==> src/rtl/regptr_pkg.sv <==
package regptr_pkg;

  typedef struct packed {
    logic ctl_wr;
    logic ctl_rd;
    logic dat_wr;
    logic dat_rd;
  } acc_kind_t;

  function automatic logic is_point_high(input logic [2:0] cmd, input logic [2:0] code);
    return cmd == code;
  endfunction

endpackage

==> src/rtl/regptr_decode.sv <==
module regptr_decode #(
  parameter int PTR_W = 4
) (
  input  logic             req_valid,
  input  logic             req_write,
  input  logic [1:0]       req_addr,
  input  logic [PTR_W-1:0] ptr,
  output regptr_pkg::acc_kind_t acc,
  output logic             reg_wr,
  output logic             reg_rd,
  output logic             is_data,
  output logic             chan,
  output logic [PTR_W-1:0] idx
);
  logic ptr_zero;
  assign ptr_zero = (ptr == '0);

  always_comb begin
    acc.ctl_wr = req_valid &&  req_write && !req_addr[1];
    acc.ctl_rd = req_valid && !req_write && !req_addr[1];
    acc.dat_wr = req_valid &&  req_write &&  req_addr[1];
    acc.dat_rd = req_valid && !req_write &&  req_addr[1];
  end

  // A control write at pointer zero only loads the pointer.
  assign reg_wr  = acc.dat_wr || (acc.ctl_wr && !ptr_zero);
  assign reg_rd  = acc.dat_rd || acc.ctl_rd;
  assign is_data = req_addr[1];
  assign chan    = req_addr[0];
  assign idx     = req_addr[1] ? '0 : ptr;
endmodule

==> src/rtl/regptr_pointer.sv <==
module regptr_pointer #(
  parameter int PTR_W = 4,
  parameter logic [2:0] PH_CODE = 3'd1,
  localparam int LOW_W = PTR_W - 1,
  localparam int CMD_HI = LOW_W + 2
) (
  input  logic             clk,
  input  logic             rst_n,
  input  logic             ctl_wr,
  input  logic             ctl_rd,
  input  logic [CMD_HI:0]  wfield,
  output logic [PTR_W-1:0] ptr
);
  logic [PTR_W-1:0] ptr_q;
  logic             hi_bit;

  assign hi_bit = regptr_pkg::is_point_high(wfield[CMD_HI:LOW_W], PH_CODE);

  always_ff @(posedge clk) begin
    if (!rst_n) begin
      ptr_q <= '0;
    end else if (ctl_wr && ptr_q == '0) begin
      ptr_q <= {hi_bit, wfield[LOW_W-1:0]};
    end else if (ctl_wr || ctl_rd) begin
      ptr_q <= '0;
    end
  end

  assign ptr = ptr_q;
endmodule

==> src/rtl/regptr_bank.sv <==
module regptr_bank #(
  parameter int DW = 8,
  parameter int PTR_W = 4,
  localparam int NREG = 1 << PTR_W,
  localparam int NCH = 2,
  parameter logic [NREG-1:0] IMPL_MASK = 16'hBFFE,
  parameter logic [NREG-1:0] SHARED_MASK = 16'h0204
) (
  input  logic             clk,
  input  logic             rst_n,
  input  logic             wr_en,
  input  logic             rd_en,
  input  logic             is_data,
  input  logic             chan,
  input  logic [PTR_W-1:0] idx,
  input  logic [DW-1:0]    wdata,
  output logic             rsp_valid,
  output logic [DW-1:0]    rsp_rdata
);
  // Register 0 is the pointer/command port and never stores anything.
  localparam logic [NREG-1:0] STORE_MASK = IMPL_MASK & ~NREG'(1);

  logic [DW-1:0] loc_rd [NCH][NREG];
  logic [DW-1:0] shr_rd [NREG];
  logic [DW-1:0] dat_rd [NCH];

  for (genvar c = 0; c < NCH; c++) begin : g_ch
    logic [DW-1:0] dat_q;
    always_ff @(posedge clk) begin
      if (!rst_n) dat_q <= '0;
      else if (wr_en && is_data && chan == c[0]) dat_q <= wdata;
    end
    assign dat_rd[c] = dat_q;

    for (genvar i = 0; i < NREG; i++) begin : g_reg
      if (STORE_MASK[i] && !SHARED_MASK[i]) begin : g_own
        logic [DW-1:0] q;
        always_ff @(posedge clk) begin
          if (!rst_n) q <= '0;
          else if (wr_en && !is_data && chan == c[0] && idx == PTR_W'(i)) q <= wdata;
        end
        assign loc_rd[c][i] = q;
      end else begin : g_none
        assign loc_rd[c][i] = '0;
      end
    end
  end

  for (genvar i = 0; i < NREG; i++) begin : g_shr
    if (STORE_MASK[i] && SHARED_MASK[i]) begin : g_one
      logic [DW-1:0] q;
      always_ff @(posedge clk) begin
        if (!rst_n) q <= '0;
        else if (wr_en && !is_data && idx == PTR_W'(i)) q <= wdata;
      end
      assign shr_rd[i] = q;
    end else begin : g_none
      assign shr_rd[i] = '0;
    end
  end

  logic [DW-1:0] rd_val;
  always_comb begin
    if (is_data)               rd_val = dat_rd[chan];
    else if (SHARED_MASK[idx]) rd_val = shr_rd[idx];
    else                       rd_val = loc_rd[chan][idx];
  end

  always_ff @(posedge clk) begin
    if (!rst_n) begin
      rsp_valid <= 1'b0;
      rsp_rdata <= '0;
    end else begin
      rsp_valid <= rd_en;
      if (rd_en) rsp_rdata <= rd_val;
    end
  end
endmodule

==> src/rtl/regptr_bus_if.sv <==
module regptr_bus_if #(
  parameter int DW = 8,
  parameter int PTR_W = 4,
  parameter logic [2:0] PH_CODE = 3'd1,
  parameter logic [(1<<PTR_W)-1:0] IMPL_MASK = 16'hBFFE,
  parameter logic [(1<<PTR_W)-1:0] SHARED_MASK = 16'h0204
) (
  input  logic             clk,
  input  logic             rst_n,
  input  logic             req_valid,
  input  logic             req_write,
  input  logic [1:0]       req_addr,
  input  logic [DW-1:0]    req_wdata,
  output logic             rsp_valid,
  output logic [DW-1:0]    rsp_rdata,
  output logic             rf_wr,
  output logic             rf_rd,
  output logic             rf_data,
  output logic             rf_chan,
  output logic [PTR_W-1:0] rf_idx,
  output logic [PTR_W-1:0] cur_ptr
);
  localparam int CMD_HI = PTR_W + 1;

  regptr_pkg::acc_kind_t acc;
  logic [PTR_W-1:0]      ptr;

  regptr_decode #(.PTR_W(PTR_W)) u_dec (
    .req_valid (req_valid),
    .req_write (req_write),
    .req_addr  (req_addr),
    .ptr       (ptr),
    .acc       (acc),
    .reg_wr    (rf_wr),
    .reg_rd    (rf_rd),
    .is_data   (rf_data),
    .chan      (rf_chan),
    .idx       (rf_idx)
  );

  regptr_pointer #(.PTR_W(PTR_W), .PH_CODE(PH_CODE)) u_ptr (
    .clk    (clk),
    .rst_n  (rst_n),
    .ctl_wr (acc.ctl_wr),
    .ctl_rd (acc.ctl_rd),
    .wfield (req_wdata[CMD_HI:0]),
    .ptr    (ptr)
  );

  regptr_bank #(.DW(DW), .PTR_W(PTR_W), .IMPL_MASK(IMPL_MASK),
                .SHARED_MASK(SHARED_MASK)) u_bank (
    .clk       (clk),
    .rst_n     (rst_n),
    .wr_en     (rf_wr),
    .rd_en     (rf_rd),
    .is_data   (rf_data),
    .chan      (rf_chan),
    .idx       (rf_idx),
    .wdata     (req_wdata),
    .rsp_valid (rsp_valid),
    .rsp_rdata (rsp_rdata)
  );

  assign cur_ptr = ptr;
endmodule

==> config.mk <==
export PLATFORM = sky130hd
export DESIGN_NAME = regptr_bus_if
export DESIGN_NICKNAME = d
export VERILOG_FILES = /design/src/rtl/regptr_pkg.sv /design/src/rtl/regptr_decode.sv /design/src/rtl/regptr_pointer.sv /design/src/rtl/regptr_bank.sv /design/src/rtl/regptr_bus_if.sv
export SDC_FILE = /design/constraint.sdc
export NUM_CORES = 1
export LEC_CHECK = 0
export ABC_CLOCK_PERIOD_IN_PS = 2600
export BUFFER_PORTS_ARGS = -buffer_cell sky130_fd_sc_hd__buf_4
export CORE_UTILIZATION = 51
export CTS_CLUSTER_DIAMETER = 100
export CTS_CLUSTER_SIZE = 30
export DETAILED_ROUTE_END_ITERATION = 6
export HOLD_SLACK_MARGIN = 0.05
export PLACE_DENSITY = 0.74
export SKIP_LAST_GASP = 1
export SLEW_MARGIN = 20
export SYNTH_ARGS = -nofsm -noshare
export SYNTH_HDL_FRONTEND = slang
export SYNTH_SLANG_ARGS = --single-unit
==> constraint.sdc <==
create_clock -name clk -period 2.6 [get_ports clk]
set_input_delay 0.52 -clock clk [delete_from_list [all_inputs] [get_ports clk]]
set_output_delay 0.52 -clock clk [all_outputs]
set_load 0.05 [all_outputs]
==> flow_metrics.py <==
metrics = {
    "global_route": {
        "grt_use_met3_pct": 3.636,
        "met2_usage_pct": 42.88,
        "grt_max_degree": 133,
        "grt_pass1_wl_um": 46620,
        "antenna_found_initial": 0,
        "met1_usage_pct": 37.39,
        "grt_pass1_vias": 8112,
        "grt_usage_pct": 26.70,
        "grt_overflow": 0,
        "busiest_layer": "met2",
    },
    "drt": {
        "via_count": 8606,
        "first_iter_violations": 686,
        "viasPerCell": 5.866,
        "ant_nets": 0,
        "drc": 0,
        "avgRoutedWirePerCell_um": 20.17,
        "drtPass1Iterations": 7,
        "wl_um": 29590,
    },
    "worst_setup_path": {
        "critPathArrivalTime_ns": 2.01,
        "reg2reg_to": "u_bank.g_ch[0].g_reg[11].g_own.q[7]$_SDFFE_PN0P_",
        "end_kind": "output port",
        "rr_worst_depth": 7,
        "cp.required_ns": 2.08,
        "crit_path_max_fanout": 12,
        "startpoint_type": "register",
        "crit_type": "register to output port",
        "rrSetupSlack_ns": 0.17,
        "rr_startpoint": "u_ptr.ptr[1]$_SDFFE_PN0P_",
    },
    "synth": {
        "synthCells": 1200,
        "synth_seq_area_share_pct": 42.25,
        "synth_area_um2": 11230,
        "synth.most_common_cell": "dfxtp_1",
        "synth_ff_type": "dfxtp_1",
        "synth-edff-count": 0,
        "syn_avg_cell_area_um2": 9.358,
        "synth.area.top_cells": "dfxtp_1, mux2i_1, nor2b_1",
        "yosysTopAreaCell": "dfxtp_1",
        "synthTopCellsByCount": "dfxtp_1, mux2i_1, nand2_1",
        "synth_top_area_share_pct": 42.25,
        "synthArstFlopShare_pct": 0,
        "synth_seq_cells": 237,
        "synth.distinct_cells": 56,
        "syn-num-nets": 1214,
        "yosys_warnings": 0,
    },
    "job": {
        "drv_cap": 0,
    },
    "timing": {
        "drv_slew": 0,
        "setup_ws_ns": 0.06942,
        "fmax_mhz": 395.2,
        "max_slew.worst_pin.slew_ns": 0.7331,
        "finalSetupViolCount": 0,
        "rsz0062_at_grt": "false",
        "finClkSkew_ns": 0.008776,
        "post-route-min-period_ns": 2.531,
        "tns_ns": 0,
        "final_hold_viol_count": 0,
        "whs_ns": 0.3748,
        "min_period_over_period_pct": 97.33,
        "maxSlewHeadroom_pct": 51.12,
    },
    "power": {
        "p_leak_uw": 0.004530,
        "ir_drop_mv": 0.3932,
        "power-per-cell-area_nw_per_um2": 502.1,
    },
    "finish": {
        "n_fill_cell": 1916,
        "multi_input_area_um2": 6033,
        "utilization_pct": 56.94,
        "final_cells": 1467,
        "fin_nets": 1206,
        "insertedDiodeCount": 0,
        "area.growth.synth_to_final_pct": 7.933,
        "layout-drive-gt1-share_pct": 11.41,
        "regArea_um2": 4747,
    },
    "min_path": {
        "hold_depth": 2,
        "whs_endpoint": "u_bank.rsp_rdata[5]$_SDFFE_PN0P_",
        "min_path_type": "input port to register",
        "hp-start": "rst_n",
    },
    "status": {
        "status": "finished, final reports clean",
    },
    "cts": {
        "root_buffer": "clkbuf_16",
        "cts_buffers": 11,
        "clk_pin_slew_worst_paths_ns": 0.12,
        "clk_latency_ns": 0.48,
        "clockBufferDepth": 3,
        "h-tree-depth": 1,
        "cts_sinks": 237,
        "cts_tree": "yes",
        "postCtsSetupBuffers": 0,
    },
    "floorplanning": {
        "dieArea_um2": 22620,
        "core_area_um2": 21290,
        "rows": 53,
        "start_util_pct": 52.75,
        "die_h_um": 150.4,
        "ios": 35,
        "die_w_um": 150.4,
    },
    "place": {
        "placedCellCount": 1454,
        "dpl.hpwl_um": 19350,
        "gp_congestion": 1.002,
        "portBuffers": 34,
        "pre_cts_slack_ns": 0.1855,
    },
}
## through the flow
stage                     total power, uW  area (um2)
after floorplan                      4068       11230
after global placement               4214       11830
after detailed placement             4214       11830
after CTS                            6120       12120
after global routing                 6273       12120
final                                6085       12120
## critical path: stages (launching register included)
cell      delay [ns]
dfxtp_1         0.63
buf_4           0.27
nand2b_1        0.17
inv_2           0.21
buf_4           0.23
## layout make-up
cell class / count / share of cell area, %
Inverter: 7 / 0.2168
Multi-Input combinational cell: 852 / 49.78
Timing Repair Buffer: 83 / 5.585
Sequential cell: 237 / 39.17
Clock buffer: 13 / 2.416
Tap cell: 275 / 2.839
## report_power, final
part / leakage (uW) / total (uW) / internal [uW] / switching (uW)
combinational: 0.00247 / 479 / 168 / 310
clock: 0.000144 / 1950 / 809 / 1140
sequential: 0.00191 / 3660 / 3640 / 14.7
## flip-flops by register name, indices dropped and copies added (netlist names)
name	count
u_bank.g_ch.g.g_own.q	192
u_bank.rsp_valid	1
u_ptr.ptr	4
u_bank.rsp_rdata	8
u_bank.g_shr.g_one.q	16
u_bank.g_ch.dat_q	16
## cells in the final DEF, fill, tap and decap left out, types with 4 or more instances in the layout
master | netlist | final
inv_1 | 5 | 5
a21boi_0 | 96 | 96
mux2i_1 | 208 | 208
clkbuf_16 | 0 | 11
nor3_1 | 10 | 8
buf_4 | 8 | 78
a21oi_1 | 15 | 15
o22ai_1 | 31 | 31
nor4_1 | 6 | 5
o21ai_0 | 16 | 16
nor2b_1 | 135 | 133
nand2_1 | 157 | 157
mux4_2 | 5 | 5
nand2b_1 | 7 | 7
buf_12 | 0 | 4
dfxtp_1 | 237 | 235
nand3_1 | 61 | 61
nor2_1 | 22 | 22
a22oi_1 | 6 | 6
mux2_2 | 14 | 14
## repair_timing
action | 4_1_cts | 5_1_grt
hold buffers | 0 | 0
setup endpoints to repair | 0 | 1
resized for setup | 0 | 2
## cells by family (layout without fill, tap and decap cells)
logic type,Yosys count,count (layout),synth area share [%]
AO/OA/AOI/OAI,194,194,12.22
multiplexers,227,227,20.95
flip-flops,237,237,42.25
buffers and inverters,111,103,4.267
AND/OR/NAND/NOR,431,431,20.31
## how the worst max path moves through the flow
stage	to	from	slack (ns)
6_report	rf_idx[1]	u_ptr.ptr[1]$_SDFFE_PN0P_	0.07
5_1_grt	rf_idx[1]	u_ptr.ptr[1]$_SDFFE_PN0P_	0.0005
4_1_cts	rf_wr	u_ptr.ptr[3]$_SDFFE_PN0P_	0.01
3_5_place_dp	u_bank.rsp_rdata[2]$_SDFFE_PN0P_	req_addr[0]	0.19
3_3_place_gp	u_bank.rsp_rdata[2]$_SDFFE_PN0P_	req_addr[0]	0.17
2_1_floorplan	u_bank.rsp_rdata[1]$_SDFFE_PN0P_	u_ptr.ptr[0]$_SDFFE_PN0P_	-0.04
## layer usage
layer	up-vias	share of wire, %
met5	-	0
met4	0	2.8
met3	49	6.6
met2	296	45
met1	4119	46
li1	4142	-
(Power assumes the default switching activity.)
